<file path="config.mk">
export PLATFORM = sky130hd
export DESIGN_NAME = hs_limit_ctrl
export DESIGN_NICKNAME = d
export VERILOG_FILES = /design/src/rtl/hs_limit_pkg.sv /design/src/rtl/hs_lockout_filter.sv /design/src/rtl/hs_mode_fsm.sv /design/src/rtl/hs_out_decode.sv /design/src/rtl/hs_limit_ctrl.sv
export SDC_FILE = /design/constraint.sdc
export NUM_CORES = 1
export LEC_CHECK = 0
export CORE_MARGIN = 10
export CORE_UTILIZATION = 35
export CTS_BUF_LIST = sky130_fd_sc_hd__clkbuf_16
export CTS_CLUSTER_SIZE = 30
export DETAILED_ROUTE_END_ITERATION = 7
export GPL_ROUTABILITY_DRIVEN = 0
export PLACE_DENSITY = 0.59
export SYNTH_ARGS = -nofsm -noshare
export SYNTH_HDL_FRONTEND = slang
export SYNTH_SLANG_ARGS = --single-unit
</file>
<file path="constraint.sdc">
create_clock -name clk -period 3.23 [get_ports clk]
set_input_delay 0.4845 -clock clk [delete_from_list [all_inputs] [get_ports clk]]
set_output_delay 0.4845 -clock clk [all_outputs]
set_load 0.03 [all_outputs]
</file>
<file path="src/rtl/hs_limit_pkg.sv">
package hs_limit_pkg;
    typedef enum logic [1:0] {
        ST_OFF     = 2'd0,
        ST_INRUSH  = 2'd1,
        ST_OPER    = 2'd2,
        ST_THERMAL = 2'd3
    } hs_state_t;
endpackage

</file>
<file path="src/rtl/hs_lockout_filter.sv">
module hs_lockout_filter #(
    parameter int FILT_CYCLES = 90
) (
    input  logic clk,
    input  logic rst_n,
    input  logic above_on,
    input  logic below_off,
    output logic line_ok
);
    localparam int CW = $clog2(FILT_CYCLES + 1);
    localparam logic [CW-1:0] RELOAD = CW'(FILT_CYCLES - 1);

    logic [CW-1:0] cnt_q;
    logic          wants_flip;

    // The raw flag that argues against the present lockout decision
    assign wants_flip = line_ok ? below_off : above_on;

    always_ff @(posedge clk or negedge rst_n) begin
        if (!rst_n) begin
            cnt_q   <= RELOAD;
            line_ok <= 1'b0;
        end else if (!wants_flip) begin
            cnt_q <= RELOAD;
        end else if (cnt_q == '0) begin
            cnt_q   <= RELOAD;
            line_ok <= ~line_ok;
        end else begin
            cnt_q <= cnt_q - 1'b1;
        end
    end
endmodule

</file>
<file path="src/rtl/hs_mode_fsm.sv">
module hs_mode_fsm
    import hs_limit_pkg::*;
(
    input  logic      clk,
    input  logic      rst_n,
    input  logic      line_ok,
    input  logic      vds_low,
    input  logic      vds_high,
    input  logic      gate_full,
    input  logic      over_temp,
    output hs_state_t state
);
    hs_state_t nxt;

    always_comb begin
        nxt = state;
        unique case (state)
            ST_OFF: begin
                if (line_ok) nxt = over_temp ? ST_THERMAL : ST_INRUSH;
            end
            ST_INRUSH: begin
                if (!line_ok)                nxt = ST_OFF;
                else if (over_temp)          nxt = ST_THERMAL;
                else if (vds_low && gate_full) nxt = ST_OPER;
            end
            ST_OPER: begin
                if (!line_ok)       nxt = ST_OFF;
                else if (over_temp) nxt = ST_THERMAL;
                else if (vds_high)  nxt = ST_INRUSH;
            end
            ST_THERMAL: begin
                if (!line_ok)        nxt = ST_OFF;
                else if (!over_temp) nxt = ST_INRUSH;
            end
        endcase
    end

    always_ff @(posedge clk or negedge rst_n) begin
        if (!rst_n) state <= ST_OFF;
        else        state <= nxt;
    end
endmodule

</file>
<file path="src/rtl/hs_out_decode.sv">
module hs_out_decode
    import hs_limit_pkg::*;
(
    input  hs_state_t state,
    input  logic      line_ok,
    input  logic      over_temp,
    output logic      sel_oper,
    output logic      pass_en,
    output logic      reg_en,
    output logic      conv_en,
    output logic      ss_discharge
);
    logic live;

    always_comb begin
        live         = line_ok && !over_temp;
        sel_oper     = 1'b0;
        pass_en      = 1'b0;
        conv_en      = 1'b0;
        reg_en       = live;
        unique case (state)
            ST_OFF:     ;
            ST_INRUSH:  pass_en = live;
            ST_OPER: begin
                sel_oper = 1'b1;
                pass_en  = live;
                conv_en  = live;
            end
            ST_THERMAL: ;
        endcase
        ss_discharge = !conv_en;
    end
endmodule

</file>
<file path="src/rtl/hs_limit_ctrl.sv">
module hs_limit_ctrl
    import hs_limit_pkg::*;
#(
    parameter int FILT_CYCLES = 90
) (
    input  logic clk,
    input  logic rst_n,
    input  logic line_above_on,
    input  logic line_below_off,
    input  logic vds_low,
    input  logic vds_high,
    input  logic gate_full,
    input  logic over_temp,
    output logic sel_oper,
    output logic pass_en,
    output logic reg_en,
    output logic conv_en,
    output logic ss_discharge
);
    logic      line_ok;
    hs_state_t state;

    hs_lockout_filter #(.FILT_CYCLES(FILT_CYCLES)) u_filt (
        .clk       (clk),
        .rst_n     (rst_n),
        .above_on  (line_above_on),
        .below_off (line_below_off),
        .line_ok   (line_ok)
    );

    hs_mode_fsm u_fsm (
        .clk       (clk),
        .rst_n     (rst_n),
        .line_ok   (line_ok),
        .vds_low   (vds_low),
        .vds_high  (vds_high),
        .gate_full (gate_full),
        .over_temp (over_temp),
        .state     (state)
    );

    hs_out_decode u_dec (
        .state        (state),
        .line_ok      (line_ok),
        .over_temp    (over_temp),
        .sel_oper     (sel_oper),
        .pass_en      (pass_en),
        .reg_en       (reg_en),
        .conv_en      (conv_en),
        .ss_discharge (ss_discharge)
    );
endmodule

</file>
## Word level (Yosys, flattened, before mapping)

Cells that the tools add are included.
Widths: inputs -> output; s select.

| word-level totals | value |
|---|---|
| flip-flop bits (word level) | 10 |
| input port bits | 8 |

| cells by class | value |
|---|---|
| $add $sub $neg | 1 |
| equal/unequal tests | 7 |
| muxes and demuxes | 17 |
| bitwise operators | 1 |
| reduce and logical (&&, ||, !) cells | 9 |

Operator list:

| operator | count |
|---|---|
| $mux 2 | 10 |
| $mux 7 | 2 |
| $ne 4x4->1 const B | 2 |
| $pmux 2 s4 | 1 |
| $logic_not 7->1 | 1 |
| $sub 7x1->7 const B | 1 |
| $eq 2x2->1 const B | 2 |
| $mux 1 | 4 |
| $reduce_and 4->1 | 1 |
| $ne 3x3->1 const B | 1 |
| $eq 2x1->1 const B | 1 |
| $logic_and 1x1->1 | 2 |
| $logic_not 1->1 | 2 |
| $logic_not 2->1 | 1 |
| $ne 2x2->1 const B | 1 |
| $reduce_and 2->1 | 1 |
| $reduce_or 2->1 | 1 |
| $not 1->1 | 1 |

## Longest topological paths before layout

| logic depth | value |
|---|---|
| word-level depth | 5 |
| gate-level depth with buffers | 5 |

## Hierarchy

From an unflattened synthesis, not the netlist that was laid out.

| unflattened totals | value |
|---|---|
| cell total of the unflattened synthesis | 56 |
| area total of the unflattened synthesis | 588.1 µm² |

Modules (own cells, without submodules):

| module | times used | cells an instance | area an instance (µm²) | seq. area each (µm²) |
|---|---|---|---|---|
| hs_lockout_filter | 1 | 40 | 415.4 | 205.2 |
| hs_mode_fsm | 1 | 9 | 108.9 | 50.0 |
| hs_out_decode | 1 | 7 | 63.8 | 0.0 |

## Least setup slack after synthesis

OpenSTA, ideal clock, no wires.

| path | value |
|---|---|
| path kind | register to output |
| start | register u_filt.line_ok |
| end | output port conv_en |
| data arrival time | 1694 ps |
| slack | 1051 ps |
| cell stages (with the launch flop) | 5 |
| path buffers | 1 |
| path through | dfrtp_1 -> buf_2 -> nor2b_1 -> nand2_1 -> inv_1 |

| between the ends | value |
|---|---|
| longest elaborated chain between the ends | 2 |

Ends and longest elaborated chain:

| what | line | RTL |
|---|---|---|
| start, declared | hs_lockout_filter.sv:8 | `output logic line_ok` |
| start signal, assigned | hs_lockout_filter.sv:27 | `line_ok <= ~line_ok;` |
| $logic_and 1x1->1 | hs_out_decode.sv:16 | `live = line_ok && !over_temp;` |
| named net reg_en | hs_limit_ctrl.sv:16 | `output logic reg_en,` |
| $mux 1 | hs_out_decode.sv:21 | `unique case (state)` |
| end, declared | hs_limit_ctrl.sv:17 | `output logic conv_en,` |

The timed path passes the listed nets, and every way through them passes these cells.

## Worst setup path in the final report

| path | value |
|---|---|
| start | input port over_temp |
| end | output port pass_en |

| between the ends | value |
|---|---|
| longest elaborated chain between the ends | 3 |

Ends and longest elaborated chain:

| what | line | RTL |
|---|---|---|
| start, declared | hs_limit_ctrl.sv:13 | `input logic over_temp,` |
| $logic_not 1->1 | n/a |  |
| $logic_and 1x1->1 | hs_out_decode.sv:16 |  |
| $mux 1 | hs_out_decode.sv:21 |  |
| end, declared | hs_limit_ctrl.sv:15 | `output logic pass_en,` |

No other way between the ends.

==> results.toml <==
[run_status]
outcome = "completed"

[detailed_routing]
avgViaCountPerCell = 4.76
vias = 500
route.detailed.wl_per_inst_microns = 12.1
drc = 0
wl_mm = 1.27
drt_pre_antenna_iters = 4
detailedRoute.firstIterationViolations = 6
ant_nets = 0

[setup_path]
critPathLaunchType = "input port"
reg2regPathDepth = 5
rr_startpoint = "u_fsm.state[1]"
crit_arrival_ns = 1.98
crit_path_end = "pass_en"
worstSetupStartpoint = "over_temp"
worst_r2r_endpoint = "u_fsm.state[1]"
timing.critical_path.fanout_max = 4
cp.required_ns = 2.75
category_of_the_critical_setup_timing_path = "in -> out"
end_kind = "output pin"
ff2ff_setup_slack_ns = 1.63

[sta]
max-slew-margin-rel = 0.622
setup_repair_after_global_routing_missed_its_margin = "no"
setup_viol = 0
report.final.hold_viol_count = 0
final_count_of_pins_violating_max_slew = 0
finalCriticalPeriod_ns = 2.47
setup_tns_final_ns = 0
tightestPinTransition_ns = 0.562
clock.fmax_ghz = 0.405
setup_skew_ns = 0.00219
fin_hold_ws_ns = 0.458
fin_crit_sh = 0.764

[clock_tree]
post_cts_resized = 0
cts-hold-fix-buffers = 0
cts_buffers = 3
clk_transition_reported_paths_ns = 0.04
htree_levels = 1
tritoncts_clock_tree = "done"
clock_latency_late_sink_ns = 0.24
clockRootBuffer = "sky130_fd_sc_hd__clkbuf_16"
cts_setup_buffers = 0
cts.sink_count = 10
cts.path.max_buffers = 2

[hold_path]
timing.hold.worst.class = "reg -> reg"
worst_hold_path.num_cells = 1

[cells_and_area]
drive_gt1_frac = 0.175
fillers = 171
net_count_final = 96
post_layout_nonfiller_instances = 105
layout.cell_area.non_filler_sq_um = 878
antenna-diode-count = 0
synthToLayoutAreaGrowth_pct = 34.5

[global_route]
initial_antenna_violation_count = 0
groute.layer.met3.usage = 0.0353
pin_count_of_the_biggest_net_entering_global_routing = 11
grt-busiest-layer = "met1"
globalRouteOverflowTotal = 0
grt_pass1_vias = 498
groute.layer.met2.usage = 0.0888
met1_track_demand_over_resource = 0.0941
grt_pass1_wl_mm = 2.24
global_route.usage.total = 0.0692

[place]
place.detailed.instances = 101
io_buffer_count = 12
place_area_sq_um = 800
place_hpwl_mm = 1.01

[power]
ir_drop_mv = 0.346
switchingPower_uw = 156
pwr-share-clk = 0.406
p_int_uw = 389
power_frac_seq = 0.297
design_power_total_uw = 545
power-per-cell-area_nw_per_um2 = 620
power.leakage_nw = 0.390
p_comb_frac = 0.297
netSwitchingFraction = 0.286

[logic_synthesis]
synth.yosys.seq_area_share = 0.391
synth.net_count = 80
synth_cells = 65
synth_async_sr_flop_share = 1.00
dominantRegCellSynth = "sky130_fd_sc_hd__dfrtp_1"
post_synthesis_cell_type_count = 34
mappedNetlistArea_sq_um = 653
total_of_flip_flops_plus_latches_after_synthesis = 10
synth_edf_count = 0
avgSynthCellArea_sq_um = 10.0
synth-warning-count = 0

[floorplanning]
chipHeight_microns = 63.2
initial_utilization = 0.374
rows = 15
design.portCount = 13
area_inside_the_core_boundary_sq_um = 1750
die_x_microns = 63.2
die-area_sq_um = 3990

[flow_run]
drv.max_cap_violation_count = 0
==> critical path: stages <==
cell and delay (ns):
sky130_fd_sc_hd__clkdlybuf4s50_1 0.46, sky130_fd_sc_hd__nor2b_1 0.22, sky130_fd_sc_hd__and2_1 0.15, sky130_fd_sc_hd__clkdlybuf4s50_1 0.66
==> cells by family (layout without fill, tap and decap cells) <==
logic type                 count (synthesis)  in the layout  synth area share
buffers and inverters                      7             22            0.0421
adders and majority gates                  7              7             0.134
DFF                                       10             10             0.391
xor gates and xnor gates                   2              2            0.0268
AOI/OAI and AO/OA                         15             15             0.169
and+or+nand+nor                           21             21             0.190
muxes                                      3              3            0.0479
==> Yosys cell counts, types with 2 or more instances <==
library cell / instances / area share
sky130_fd_sc_hd__dfstp_2: 4 / 0.16
sky130_fd_sc_hd__nor2b_1: 2 / 0.019
sky130_fd_sc_hd__dfrtp_1: 6 / 0.23
sky130_fd_sc_hd__nand2b_1: 2 / 0.019
sky130_fd_sc_hd__a31oi_1: 2 / 0.019
sky130_fd_sc_hd__xnor2_1: 2 / 0.027
sky130_fd_sc_hd__a21oi_1: 2 / 0.015
sky130_fd_sc_hd__ha_1: 7 / 0.13
sky130_fd_sc_hd__inv_1: 6 / 0.034
sky130_fd_sc_hd__mux2i_1: 2 / 0.031
sky130_fd_sc_hd__o21ai_0: 2 / 0.015
sky130_fd_sc_hd__nor2_1: 4 / 0.023
sky130_fd_sc_hd__nand2_1: 3 / 0.017
==> worst min path at each step <==
stage	startpoint	end	slack, ns
after floorplan	rst_n	u_filt.cnt_q[1]	0.19
after global placement	u_filt.cnt_q[0]	u_filt.cnt_q[0]	0.45
after detailed placement	u_filt.cnt_q[0]	u_filt.cnt_q[0]	0.45
after CTS	u_filt.cnt_q[0]	u_filt.cnt_q[0]	0.46
after global routing	u_filt.cnt_q[0]	u_filt.cnt_q[0]	0.49
final	u_filt.cnt_q[0]	u_filt.cnt_q[0]	0.46
==> registers in the layout, indices dropped and copies added (netlist names) <==
name,count
u_filt.line_ok,1
u_fsm.state,2
u_filt.cnt_q,7
==> power groups by stage <==
stage | sequential, mW | clock (mW) | combinational, mW
floorplan | 0.159 | 0 | 0.123
global placement | 0.162 | 0 | 0.164
detailed placement | 0.164 | 0 | 0.164
CTS | 0.162 | 0.226 | 0.165
global route | 0.165 | 0.234 | 0.183
finish | 0.162 | 0.221 | 0.162
==> per-stage QoR <==
stage	setup WS, ns	utilization
6_report	0.763	0.503
5_1_grt	0.642	0.503
4_1_cts	0.748	0.503
3_5_place_dp	0.753	0.458
3_3_place_gp	0.757	0.458
2_1_floorplan	1.05	-
==> layout by cell type, fill, tap and decap left out, drive strengths merged, types with 2 or more instances in the layout <==
cell type      instances
clkdlybuf4s50         12
ha                     7
inv                    6
dfrtp                  6
nor2                   4
dfstp                  4
nand2                  3
clkbuf                 3
o21ai                  3
a21oi                  3
nand2b                 2
nor2b                  2
xnor2                  2
a31oi                  2
mux2i                  2
or4                    2
==> area by class of cell <==
| cell class | count | area, sq um | share of cell area |
|---|---|---|---|
| Clock buffer | 3 | 75.1 | 0.0855 |
| Clock inverter | 1 | 3.75 | 0.00427 |
| Inverter | 6 | 22.5 | 0.0256 |
| Multi-Input combinational cell | 48 | 370 | 0.422 |
| Sequential cell | 10 | 255 | 0.291 |
| Tap cell | 25 | 31.3 | 0.0356 |
| Timing Repair Buffer | 12 | 120 | 0.137 |
==> layer usage <==
metal  wire (microns)  vias to the layer above
met2              460                       16
li1                 -                      258
met3               85                        2
met5                0                        -
met4               11                        0
met1              716                      224
Power figures use the tool's default switching activity.
